## src/rtl/msi_eq_pkg.sv

```systemverilog
`timescale 1ns/1ps
package msi_eq_pkg;
  // Register byte offsets
  localparam int unsigned GEN_EN_OFS  = 32'h208;
  localparam int unsigned CTL_BASE    = 32'h210;
  localparam int unsigned OVF_OFS     = 32'h240;
  localparam int unsigned PTR_BASE    = 32'h250;
  localparam int unsigned CTL_STRIDE  = 4;
  localparam int unsigned PTR_STRIDE  = 8;
  localparam int unsigned TAIL_DELTA  = 4;
  localparam int unsigned DB_STRIDE   = 4;

  // Control bit positions
  localparam int unsigned CTL_QEN_BIT = 0;
  localparam int unsigned CTL_IOE_BIT = 1;
  localparam int unsigned CTL_IEN_BIT = 11;

  typedef struct packed {
    logic int_en;
    logic int_on_evt;
    logic q_en;
  } qctl_t;
endpackage

```

## src/rtl/msi_eq_doorbell.sv

```systemverilog
`timescale 1ns/1ps
module msi_eq_doorbell
  import msi_eq_pkg::*;
#(
  parameter int NUM_Q = 6,
  parameter int DB_AW = 12,
  parameter int DW    = 32
) (
  input  logic             db_valid,
  input  logic [DB_AW-1:0] db_offset,
  input  logic [DW-1:0]    db_data,
  output logic [NUM_Q-1:0] db_hit
);
  // One comparator pair per queue: offset slot and data tag must both match.
  for (genvar n = 0; n < NUM_Q; n++) begin : g_slot
    localparam logic [DB_AW-1:0] SLOT_OFS = DB_AW'(DB_STRIDE * n);
    localparam logic [DW-1:0]    SLOT_TAG = DW'(n);
    assign db_hit[n] = db_valid & (db_offset == SLOT_OFS) & (db_data == SLOT_TAG);
  end
endmodule

```

## src/rtl/msi_eq_queue.sv

```systemverilog
`timescale 1ns/1ps
module msi_eq_queue
  import msi_eq_pkg::*;
#(
  parameter int IDX_W = 6
) (
  input  logic             clk,
  input  logic             rst_n,
  input  logic             db_hit,
  input  logic             ctl_we,
  input  qctl_t            ctl_wval,
  input  logic             head_we,
  input  logic [IDX_W-1:0] head_wval,
  input  logic             ovf_clr,
  input  logic             gen_en,
  input  logic             legacy_mode,
  input  logic             intx_quiet,
  output qctl_t            ctl,
  output logic [IDX_W-1:0] head,
  output logic [IDX_W-1:0] tail,
  output logic             ovf,
  output logic             irq
);
  qctl_t            ctl_q;
  logic [IDX_W-1:0] head_q, tail_q, tail_d, pending;
  logic             ovf_q, ovf_d, full, take, spill, tail_en, ovf_en;

  // next-state
  always_comb begin
    pending = tail_q - head_q;
    full    = &pending;
    take    = db_hit & ctl_q.q_en & ~full;
    spill   = db_hit & ctl_q.q_en & full;
    tail_en = take;
    tail_d  = tail_q + IDX_W'(1);
    ovf_en  = spill | ovf_clr;
    ovf_d   = spill;              // a new overflow wins over a clear
  end

  // registers
  always_ff @(posedge clk or negedge rst_n) begin
    if (!rst_n) begin
      ctl_q  <= '0;
      head_q <= '0;
      tail_q <= '0;
      ovf_q  <= 1'b0;
    end else begin
      if (ctl_we)  ctl_q  <= ctl_wval;
      if (head_we) head_q <= head_wval;
      if (tail_en) tail_q <= tail_d;
      if (ovf_en)  ovf_q  <= ovf_d;
    end
  end

  assign irq  = (|pending) & ctl_q.q_en & ctl_q.int_on_evt & ctl_q.int_en
              & (~legacy_mode | gen_en) & intx_quiet;
  assign ctl  = ctl_q;
  assign head = head_q;
  assign tail = tail_q;
  assign ovf  = ovf_q;
endmodule

```

## src/rtl/msi_eq_regs.sv

```systemverilog
`timescale 1ns/1ps
module msi_eq_regs
  import msi_eq_pkg::*;
#(
  parameter int NUM_Q = 6,
  parameter int RA_W  = 12,
  parameter int DW    = 32,
  parameter int IDX_W = 6
) (
  input  logic                        clk,
  input  logic                        rst_n,
  input  logic                        reg_valid,
  input  logic                        reg_write,
  input  logic [RA_W-1:0]             reg_addr,
  input  logic [DW-1:0]               reg_wdata,
  input  qctl_t [NUM_Q-1:0]           ctl_rd,
  input  logic [NUM_Q-1:0][IDX_W-1:0] head_rd,
  input  logic [NUM_Q-1:0][IDX_W-1:0] tail_rd,
  input  logic [NUM_Q-1:0]            ovf_rd,
  output logic [NUM_Q-1:0]            ctl_we,
  output qctl_t                       ctl_wval,
  output logic [NUM_Q-1:0]            head_we,
  output logic [IDX_W-1:0]            head_wval,
  output logic [NUM_Q-1:0]            ovf_clr,
  output logic [NUM_Q-1:0]            gen_en,
  output logic [DW-1:0]               reg_rdata,
  output logic                        reg_rvalid
);
  localparam logic [RA_W-1:0] A_GEN = RA_W'(GEN_EN_OFS);
  localparam logic [RA_W-1:0] A_OVF = RA_W'(OVF_OFS);

  logic             wr_stb, rd_stb, gen_hit, ovf_hit;
  logic [NUM_Q-1:0] ctl_hit, head_hit, tail_hit;
  logic [NUM_Q-1:0] gen_q;
  logic [DW-1:0]    rdata_d, rdata_q;
  logic             rvld_q;
  logic             unused_wbits;

  assign wr_stb  = reg_valid & reg_write;
  assign rd_stb  = reg_valid & ~reg_write;
  assign gen_hit = (reg_addr == A_GEN);
  assign ovf_hit = (reg_addr == A_OVF);

  for (genvar n = 0; n < NUM_Q; n++) begin : g_dec
    localparam logic [RA_W-1:0] A_CTL  = RA_W'(CTL_BASE + CTL_STRIDE * n);
    localparam logic [RA_W-1:0] A_HEAD = RA_W'(PTR_BASE + PTR_STRIDE * n);
    localparam logic [RA_W-1:0] A_TAIL = RA_W'(PTR_BASE + PTR_STRIDE * n + TAIL_DELTA);
    assign ctl_hit[n]  = (reg_addr == A_CTL);
    assign head_hit[n] = (reg_addr == A_HEAD);
    assign tail_hit[n] = (reg_addr == A_TAIL);
  end

  // Write strobes; the tail decode feeds reads only.
  assign ctl_we    = {NUM_Q{wr_stb}} & ctl_hit;
  assign head_we   = {NUM_Q{wr_stb}} & head_hit;
  assign ovf_clr   = {NUM_Q{wr_stb & ovf_hit}} & reg_wdata[NUM_Q-1:0];
  assign ctl_wval  = '{int_en:     reg_wdata[CTL_IEN_BIT],
                       int_on_evt: reg_wdata[CTL_IOE_BIT],
                       q_en:       reg_wdata[CTL_QEN_BIT]};
  assign head_wval = reg_wdata[IDX_W-1:0];
  assign unused_wbits = ^reg_wdata;

  // read data next-state
  always_comb begin
    rdata_d = '0;
    if (gen_hit) rdata_d = rdata_d | DW'(gen_q);
    if (ovf_hit) rdata_d = rdata_d | DW'(ovf_rd);
    for (int n = 0; n < NUM_Q; n++) begin
      if (ctl_hit[n]) begin
        rdata_d[CTL_QEN_BIT] = rdata_d[CTL_QEN_BIT] | ctl_rd[n].q_en;
        rdata_d[CTL_IOE_BIT] = rdata_d[CTL_IOE_BIT] | ctl_rd[n].int_on_evt;
        rdata_d[CTL_IEN_BIT] = rdata_d[CTL_IEN_BIT] | ctl_rd[n].int_en;
      end
      if (head_hit[n]) rdata_d = rdata_d | DW'(head_rd[n]);
      if (tail_hit[n]) rdata_d = rdata_d | DW'(tail_rd[n]);
    end
  end

  // registers
  always_ff @(posedge clk or negedge rst_n) begin
    if (!rst_n) begin
      gen_q   <= '0;
      rdata_q <= '0;
      rvld_q  <= 1'b0;
    end else begin
      rvld_q <= rd_stb;
      if (wr_stb & gen_hit) gen_q   <= reg_wdata[NUM_Q-1:0];
      if (rd_stb)           rdata_q <= rdata_d;
    end
  end

  assign gen_en     = gen_q;
  assign reg_rdata  = rdata_q;
  assign reg_rvalid = rvld_q;
endmodule

```

## src/rtl/msi_eq_ctrl.sv

```systemverilog
`timescale 1ns/1ps
module msi_eq_ctrl
  import msi_eq_pkg::*;
#(
  parameter int NUM_Q  = 6,
  parameter int IDX_W  = 6,
  parameter int RA_W   = 12,
  parameter int DB_AW  = 12,
  parameter int DW     = 32,
  parameter int INTX_W = 4
) (
  input  logic              clk,
  input  logic              rst_n,
  input  logic              db_valid,
  input  logic [DB_AW-1:0]  db_offset,
  input  logic [DW-1:0]     db_data,
  input  logic              reg_valid,
  input  logic              reg_write,
  input  logic [RA_W-1:0]   reg_addr,
  input  logic [DW-1:0]     reg_wdata,
  output logic [DW-1:0]     reg_rdata,
  output logic              reg_rvalid,
  input  logic              legacy_mode,
  input  logic [INTX_W-1:0] intx_status,
  output logic [NUM_Q-1:0]  irq
);
  logic [NUM_Q-1:0]            db_hit, ctl_we, head_we, ovf_clr, gen_en, ovf_vec;
  qctl_t                       ctl_wval;
  qctl_t [NUM_Q-1:0]           ctl_vec;
  logic [IDX_W-1:0]            head_wval;
  logic [NUM_Q-1:0][IDX_W-1:0] head_vec, tail_vec;
  logic                        intx_quiet;

  assign intx_quiet = ~|intx_status;

  msi_eq_doorbell #(.NUM_Q(NUM_Q), .DB_AW(DB_AW), .DW(DW)) u_doorbell (
    .db_valid (db_valid),
    .db_offset(db_offset),
    .db_data  (db_data),
    .db_hit   (db_hit)
  );

  msi_eq_regs #(.NUM_Q(NUM_Q), .RA_W(RA_W), .DW(DW), .IDX_W(IDX_W)) u_regs (
    .clk       (clk),
    .rst_n     (rst_n),
    .reg_valid (reg_valid),
    .reg_write (reg_write),
    .reg_addr  (reg_addr),
    .reg_wdata (reg_wdata),
    .ctl_rd    (ctl_vec),
    .head_rd   (head_vec),
    .tail_rd   (tail_vec),
    .ovf_rd    (ovf_vec),
    .ctl_we    (ctl_we),
    .ctl_wval  (ctl_wval),
    .head_we   (head_we),
    .head_wval (head_wval),
    .ovf_clr   (ovf_clr),
    .gen_en    (gen_en),
    .reg_rdata (reg_rdata),
    .reg_rvalid(reg_rvalid)
  );

  for (genvar n = 0; n < NUM_Q; n++) begin : g_queue
    msi_eq_queue #(.IDX_W(IDX_W)) u_queue (
      .clk        (clk),
      .rst_n      (rst_n),
      .db_hit     (db_hit[n]),
      .ctl_we     (ctl_we[n]),
      .ctl_wval   (ctl_wval),
      .head_we    (head_we[n]),
      .head_wval  (head_wval),
      .ovf_clr    (ovf_clr[n]),
      .gen_en     (gen_en[n]),
      .legacy_mode(legacy_mode),
      .intx_quiet (intx_quiet),
      .ctl        (ctl_vec[n]),
      .head       (head_vec[n]),
      .tail       (tail_vec[n]),
      .ovf        (ovf_vec[n]),
      .irq        (irq[n])
    );
  end
endmodule

```

## config.mk

```make
export PLATFORM = sky130hd
export DESIGN_NAME = msi_eq_ctrl
export DESIGN_NICKNAME = d
export VERILOG_FILES = /design/src/rtl/msi_eq_pkg.sv /design/src/rtl/msi_eq_doorbell.sv /design/src/rtl/msi_eq_queue.sv /design/src/rtl/msi_eq_regs.sv /design/src/rtl/msi_eq_ctrl.sv
export SDC_FILE = /design/constraint.sdc
export NUM_CORES = 1
export LEC_CHECK = 0
export BUFFER_PORTS_ARGS = -buffer_cell sky130_fd_sc_hd__buf_2
export CORE_MARGIN = 1
export CORE_UTILIZATION = 53
export CTS_BUF_LIST = sky130_fd_sc_hd__clkbuf_8
export DETAILED_ROUTE_END_ITERATION = 12
export GPL_TIMING_DRIVEN = 0
export PLACE_DENSITY = 0.79
export SYNTH_ARGS = -nofsm -noshare
export SYNTH_HDL_FRONTEND = slang
export SYNTH_SLANG_ARGS = --single-unit
export TNS_END_PERCENT = 1
```

## constraint.sdc

```tcl
create_clock -name clk -period 2.44 [get_ports clk]
set_clock_uncertainty 0.15 [all_clocks]
set_input_delay 0.366 -clock clk [delete_from_list [all_inputs] [get_ports clk]]
set_output_delay 0.366 -clock clk [all_outputs]
set_load 0.03 [all_outputs]
```

==> out/results.ini, run 1 <==
[die]
rows = 43
dieArea_mm2 = 0.0150
fp.dieW_um = 122
core_mm2 = 0.0140
fp.dieH_um = 122
initial_utilization = 0.549
ios = 137

[power]
internal-power_mw = 2.43
p_comb_frac = 0.117
p_leak_nw = 4.20
p_switching_mw = 0.878
p_seq_frac = 0.555
p_per_area_mw_per_mm2 = 361
power_frac_clock = 0.328
switching_share = 0.266
vdd_drop_max_mv = 0.313

[global_route]
grt_pass1_wl_um = 34000
grt_pass1_vias = 6319
antenna_found_initial = 0
use_met3 = 0.0743
grt_busiest_layer = met2
grt_use_met1 = 0.407
met2_usage = 0.484
overflow = 0
grt_max_degree = 68
track_usage = 0.306

[critical_path]
critPathSlowestCell = dfrtp_1
end_kind = output port
path_cells = ha_1, and2_0, o21a_1, a31o_2, nor4_2, a21oi_1, buf_6
cp.arrival_ns = 2.46
crit_fanout = 4
slowest_delay_ns = 0.48
crit_required_ns = 1.92
cp_top_family = compound AO/OA/AOI/OAI gates
critPathBufInv = 1
start_kind = register
criticalPathCategory = reg2out

[logic_synthesis]
async_reset_ff_frac = 1.00
avgSynthCellArea_um2 = 9.85
synthFlopType = dfrtp_1
yosysUniqueCellTypes = 73
syn-instance-count = 780
ys.warnings.count = 0
ys_seq_elements = 110
synth_edf_count = 0
netlist_area_mm2 = 0.00768
ys_seq_area_frac = 0.358

[sta]
finalCriticalPeriod_ns = 2.97
worst_slew_pin_slew_ns = 0.881
finalSetupViolCount = 24
hold_ws_ns = 0.146
finalCritPeriodShare = 1.22
finalHoldViolCount = 0
finalMaxSlewViolations = 0
rsz0062_at_grt = yes
slew_headroom = 0.408
fin_ws_ns = -0.533
max_freq_mhz = 336
setup_tns_ns = -4.93

[hold_path]
hold_path_class = in2reg

[clocking]
cts_buffer_depth = 2
cts_tree = built
cts_root_buffer = clkbuf_8
cts.sinks = 110
clk_pin_slew_ns = 0.10
cts_htree_levels = 3
cts_made_buffers = 9
insertion_delay_ns = 0.38

[final_layout]
num-fill-cells = 1148
syn_to_final_growth_pct = 19.1
n_antenna_cell = 0
final_cell_mix = 103 x dfrtp_1, 82 x buf_2, 56 x nand2_1
fin_area_mm2 = 0.00915
final_common_cell = dfrtp_1
finalNetCount = 1054
drive_gt1_frac = 0.323

[route]
vias = 6679
drc = 0
first_iter_violations = 696
drt-wirelength-per-cell_um = 20.3
ant_nets = 0
wirelength_um = 22300
firstDrtPassIters = 7
via_per_inst = 6.08

[placed_design]
gp_congestion = 0.980
portBuffers = 84
placed_area_mm2 = 0.00849
dpl.hpwl_um = 16800
post-place-ws_ns = -0.684

[outcome]
violations = negative setup slack
outcome = complete, but fails checks

[run]
maxCapViolCount = 0

synth_stat cells, drive strengths merged (7+ instances only):
cell type  count  area, µm²
nor3b          8       65.1
nand2b         8       50.1
a22oi          8       60.1
mux2i         16        160
nor3          12       60.1
inv           44        165
xnor2         29        254
or3            7       43.8
xor2          25        219
nand2         56        210
a21oi         35        175
dfrtp        110       2750
nand4         23        150
nor2          41        161
and3          14       87.6
mux2          60        676
nand3         23        115
ha            36        450
and2          11       68.8
o21ai         31        155
nor4          18        153
buf           38        267
clkbuf        17       63.8
a21o           7       52.6
power by group through the flow:
stage               clock network [mW]  registers, mW  logic, mW
floorplan                            0           1.88      0.188
global placement                     0           1.87      0.368
detailed placement                   0           1.87      0.374
CTS                               1.10           1.84      0.380
global route                      1.18           1.84      0.416
finish                            1.08           1.84      0.388
cell type report:
cell class	count	area (µm²)	share of cell area
buffer	50	297	0.0324
clock buffer	9	124	0.0135
tap	180	225	0.0246
inverter	44	165	0.0180
multi-input combinational	595	4880	0.533
sequential	110	2760	0.302
clock inverter	7	66.3	0.00725
timing repair buffer	104	633	0.0692
metal layers:
metal / vias up / wire [µm]
met1: 3226 / 9160
met4: 0 / 673
li1: 3064 / -
met2: 329 / 10400
met5: - / 0
met3: 60 / 2070
what timing repair did:
item,4_1_cts,5_1_grt
gates resized for setup,56,27
pin swaps,38,20
hold buffers,1,0
endpoints found under the setup margin,46,66
endpoints found under the hold margin,43,0
buffers inserted,17,1
cells by family after synthesis:
logic type / Yosys count / share of synthesized area
and+or+nand+nor: 257 / 0.195
AOI/OAI and AO/OA: 135 / 0.120
DFF: 110 / 0.358
buffers and inverters: 99 / 0.0645
muxes: 82 / 0.126
xor gates and xnor gates: 54 / 0.0615
adders and majority gates: 42 / 0.0742
other: 1 / 0.000488
flip-flops by register name, summed over array words and instances, names as in the netlist:
name	cells
u_regs.reg_rvalid	1
g_queue.u_queue.head	36
u_regs.reg_rdata	7
g_queue.u_queue.tail	36
u_regs.gen_en	6
g_queue.u_queue.ovf	6
g_queue.u_queue.ctl	18
worst register-to-register path, stage by stage (launching register included):
cell       delay [ns]
dfrtp_2          0.44
inv_2            0.07
ha_4             0.12
inv_2            0.03
fa_2             0.36
a21o_1           0.20
a21oi_2          0.17
xor2_2           0.09
buf_4            0.15
a2111oi_4        0.38
nand4b_1         0.23
mux2_1           0.33
through the flow:
stage                util  total power, mW  cells
finish              0.654             3.31   1099
global route        0.654             3.43   1099
CTS                 0.643             3.32   1099
detailed placement  0.607             2.25   1069
global placement    0.605             2.24   1068
floorplan               -             2.07    804
final timing paths:
kind	from	depth (start not counted)	slack [ns]	to
setup / recovery	g_queue[0].u_queue.tail[4]	7	-0.53	irq[0]
hold / removal	reg_wdata[0]	2	0.15	u_regs.gen_en[0]
setup reg to reg	g_queue[5].u_queue.tail[0]	11	-0.36	g_queue[5].u_queue.tail[1]
hold reg to reg	g_queue[0].u_queue.ovf	2	0.34	g_queue[0].u_queue.ovf
max in group asynchronous	rst_n	3	1.04	g_queue[5].u_queue.tail[0]
min in group asynchronous	rst_n	2	0.37	g_queue[0].u_queue.tail[2]
No activity file was read; power rests on OpenSTA's default activity.
==> run 2, diff against run 1 <==
--- a/config.mk
+++ b/config.mk
@@ -11,7 +11,7 @@
 export CTS_BUF_LIST = sky130_fd_sc_hd__clkbuf_8
 export DETAILED_ROUTE_END_ITERATION = 12
 export GPL_TIMING_DRIVEN = 0
-export PLACE_DENSITY = 0.79
+export PLACE_DENSITY = 0.87
 export SYNTH_ARGS = -nofsm -noshare
 export SYNTH_HDL_FRONTEND = slang
 export SYNTH_SLANG_ARGS = --single-unit
==> out/results.ini, run 2 (synthesized netlist as in run 1, its figures left out) <==
[outcome]
outcome = complete, but fails checks
violations = negative setup slack

[die]
core_mm2 = 0.0140  ; unchanged
fp.dieH_um = 122  ; unchanged
rows = 43  ; unchanged
ios = 137  ; unchanged
initial_utilization = 0.549  ; unchanged
dieArea_mm2 = 0.0150  ; unchanged
fp.dieW_um = 122  ; unchanged

[critical_path]
worstReg2RegStart = g_queue[4].u_queue.tail[0]
crit_required_ns = 1.92  ; about the same
crit_fanout = 2  ; -2
crit_start = g_queue[3].u_queue.tail[0]
start_kind = register
criticalPathCategory = reg2out
cp.arrival_ns = 2.53  ; +0.07 ns
end_kind = output port

[clocking]
cts_made_buffers = 9  ; unchanged
cts.sinks = 110  ; unchanged
cts_tree = built
cts_htree_levels = 3  ; unchanged
clk_pin_slew_ns = 0.10  ; about the same
cts_root_buffer = clkbuf_8
insertion_delay_ns = 0.41  ; +0.03 ns
cts_buffer_depth = 2  ; unchanged

[placed_design]
portBuffers = 84  ; unchanged
post-place-ws_ns = -0.648  ; +0.0366 ns
dpl.hpwl_um = 17000  ; +1.3%
gp_congestion = 1.01  ; +3.1%

[sta]
finalMaxSlewViolations = 0  ; unchanged
slew_headroom = 0.290  ; -0.118
finalSetupViolCount = 29  ; +21%
finalCritPeriodShare = 1.25  ; +0.0296
fin_ws_ns = -0.605  ; -0.0722 ns
finalHoldViolCount = 0  ; unchanged
hold_ws_ns = 0.161  ; +0.0158 ns
finalCriticalPeriod_ns = 3.04  ; +0.0722 ns
rsz0062_at_grt = yes
worst_slew_pin_slew_ns = 1.06  ; +0.176 ns
max_freq_mhz = 328  ; -2.4%

[final_layout]
final_cell_mix = 103 x dfrtp_1, 84 x buf_2, 56 x nand2_1
multi_input_area_mm2 = 0.00487  ; -0.15%
n_antenna_cell = 0  ; unchanged
syn_to_final_growth_pct = 19.9
ff_latch_area_mm2 = 0.00276  ; unchanged
finalNetCount = 1059  ; +0.47%
drive_gt1_frac = 0.332  ; +0.00907
final_common_cell = dfrtp_1
num-fill-cells = 1137  ; -0.96%

[global_route]
antenna_found_initial = 0  ; unchanged
grt_max_degree = 70  ; +2.9%
overflow = 0  ; unchanged
track_usage = 0.313  ; +0.00678
grt_pass1_wl_um = 34700  ; +2.2%
grt_pass1_vias = 6504  ; +2.9%

[route]
ant_nets = 0  ; unchanged
wirelength_um = 23300  ; +4.7%
firstDrtPassIters = 6  ; -1
vias = 6854  ; +2.6%
via_per_inst = 6.21  ; +2.2%
drt-wirelength-per-cell_um = 21.1  ; +4.2%
drc = 0  ; unchanged
first_iter_violations = 665  ; -4.5%

[power]
vdd_drop_max_mv = 0.408  ; +31%
p_leak_nw = 4.23  ; +0.65%
p_per_area_mw_per_mm2 = 371  ; +2.7%
power_mw = 3.42  ; +3.4%

[hold_path]
hold_start = reg_wdata[0]
hold_path_class = in2reg

[run]
maxCapViolCount = 0  ; unchanged

## run 2: changes by cell type in the layout (fill, tap and decap cells not counted), sizes merged
cell      before  now
clkbuf        26   28
clkinvlp       3    1
buf          136  141
## run 2: per-layer routing
layer  GRT usage  vias up  wire (µm)
li1            -     3065          -
met1       0.412     3279       9050
met2       0.497      431      10800
met3      0.0692       79       2630
met4       0.129        0        865
met5           0        -          0
## run 2: cell type report
cell class,count,area share
flip-flops and latches,110,0.300
plain buffers,50,0.0323
well taps,180,0.0244
clock buffers,11,0.0164
inverters,44,0.0179
multi-input cells,595,0.529
clock inverters,5,0.00638
repair buffers,109,0.0744
## run 2: timing repair
item                       in CTS  in global routing
hold buffers                    1                  0
pin swaps                      28                 33
setup buffers                  12                 11
gates resized for setup        45                 48
setup endpoints to repair      45                 65
hold endpoints to repair       41                  0
## run 2: per-stage QoR
| step | cell area (µm²) | std cells | setup TNS (ns) | util |
|---|---|---|---|---|
| after floorplan | 7820 | 804 | -0.431 | - |
| after global placement | 8460 | 1068 | -69.10 | 0.605 |
| after detailed placement | 8500 | 1069 | -23.10 | 0.607 |
| after CTS | 8950 | 1096 | -5.12 | 0.640 |
| after global routing | 9220 | 1104 | -10.41 | 0.659 |
| final | 9220 | 1104 | -8.30 | 0.659 |
## run 2: final timing paths
path                       slack (ns)  cells past startpoint                         end
max reg2reg                     -0.51                     12  g_queue[4].u_queue.tail[1]
min in group asynchronous        0.34                      2  g_queue[0].u_queue.tail[2]
max in group asynchronous        1.04                      3  g_queue[5].u_queue.tail[0]
max                             -0.60                     10                      irq[3]
min                              0.16                      2            u_regs.gen_en[0]
min reg2reg                      0.35                      2      g_queue[1].u_queue.ovf
## run 2: worst max-delay path, cell delays in order, from the launching register on
cell and delay, ns:
dfrtp_1 0.40, inv_1 0.06, ha_2 0.18, inv_2 0.04, fa_2 0.36, a21o_1 0.21
a21oi_2 0.18, xnor2_2 0.10, nor4_1 0.30, a21oi_1 0.14, buf_6 0.16
## run 2: where the power goes
group	switching, mW	internal, mW
combinational	0.260	0.133
sequential	0.00732	1.83
clock	0.660	0.531
total	0.927	2.49
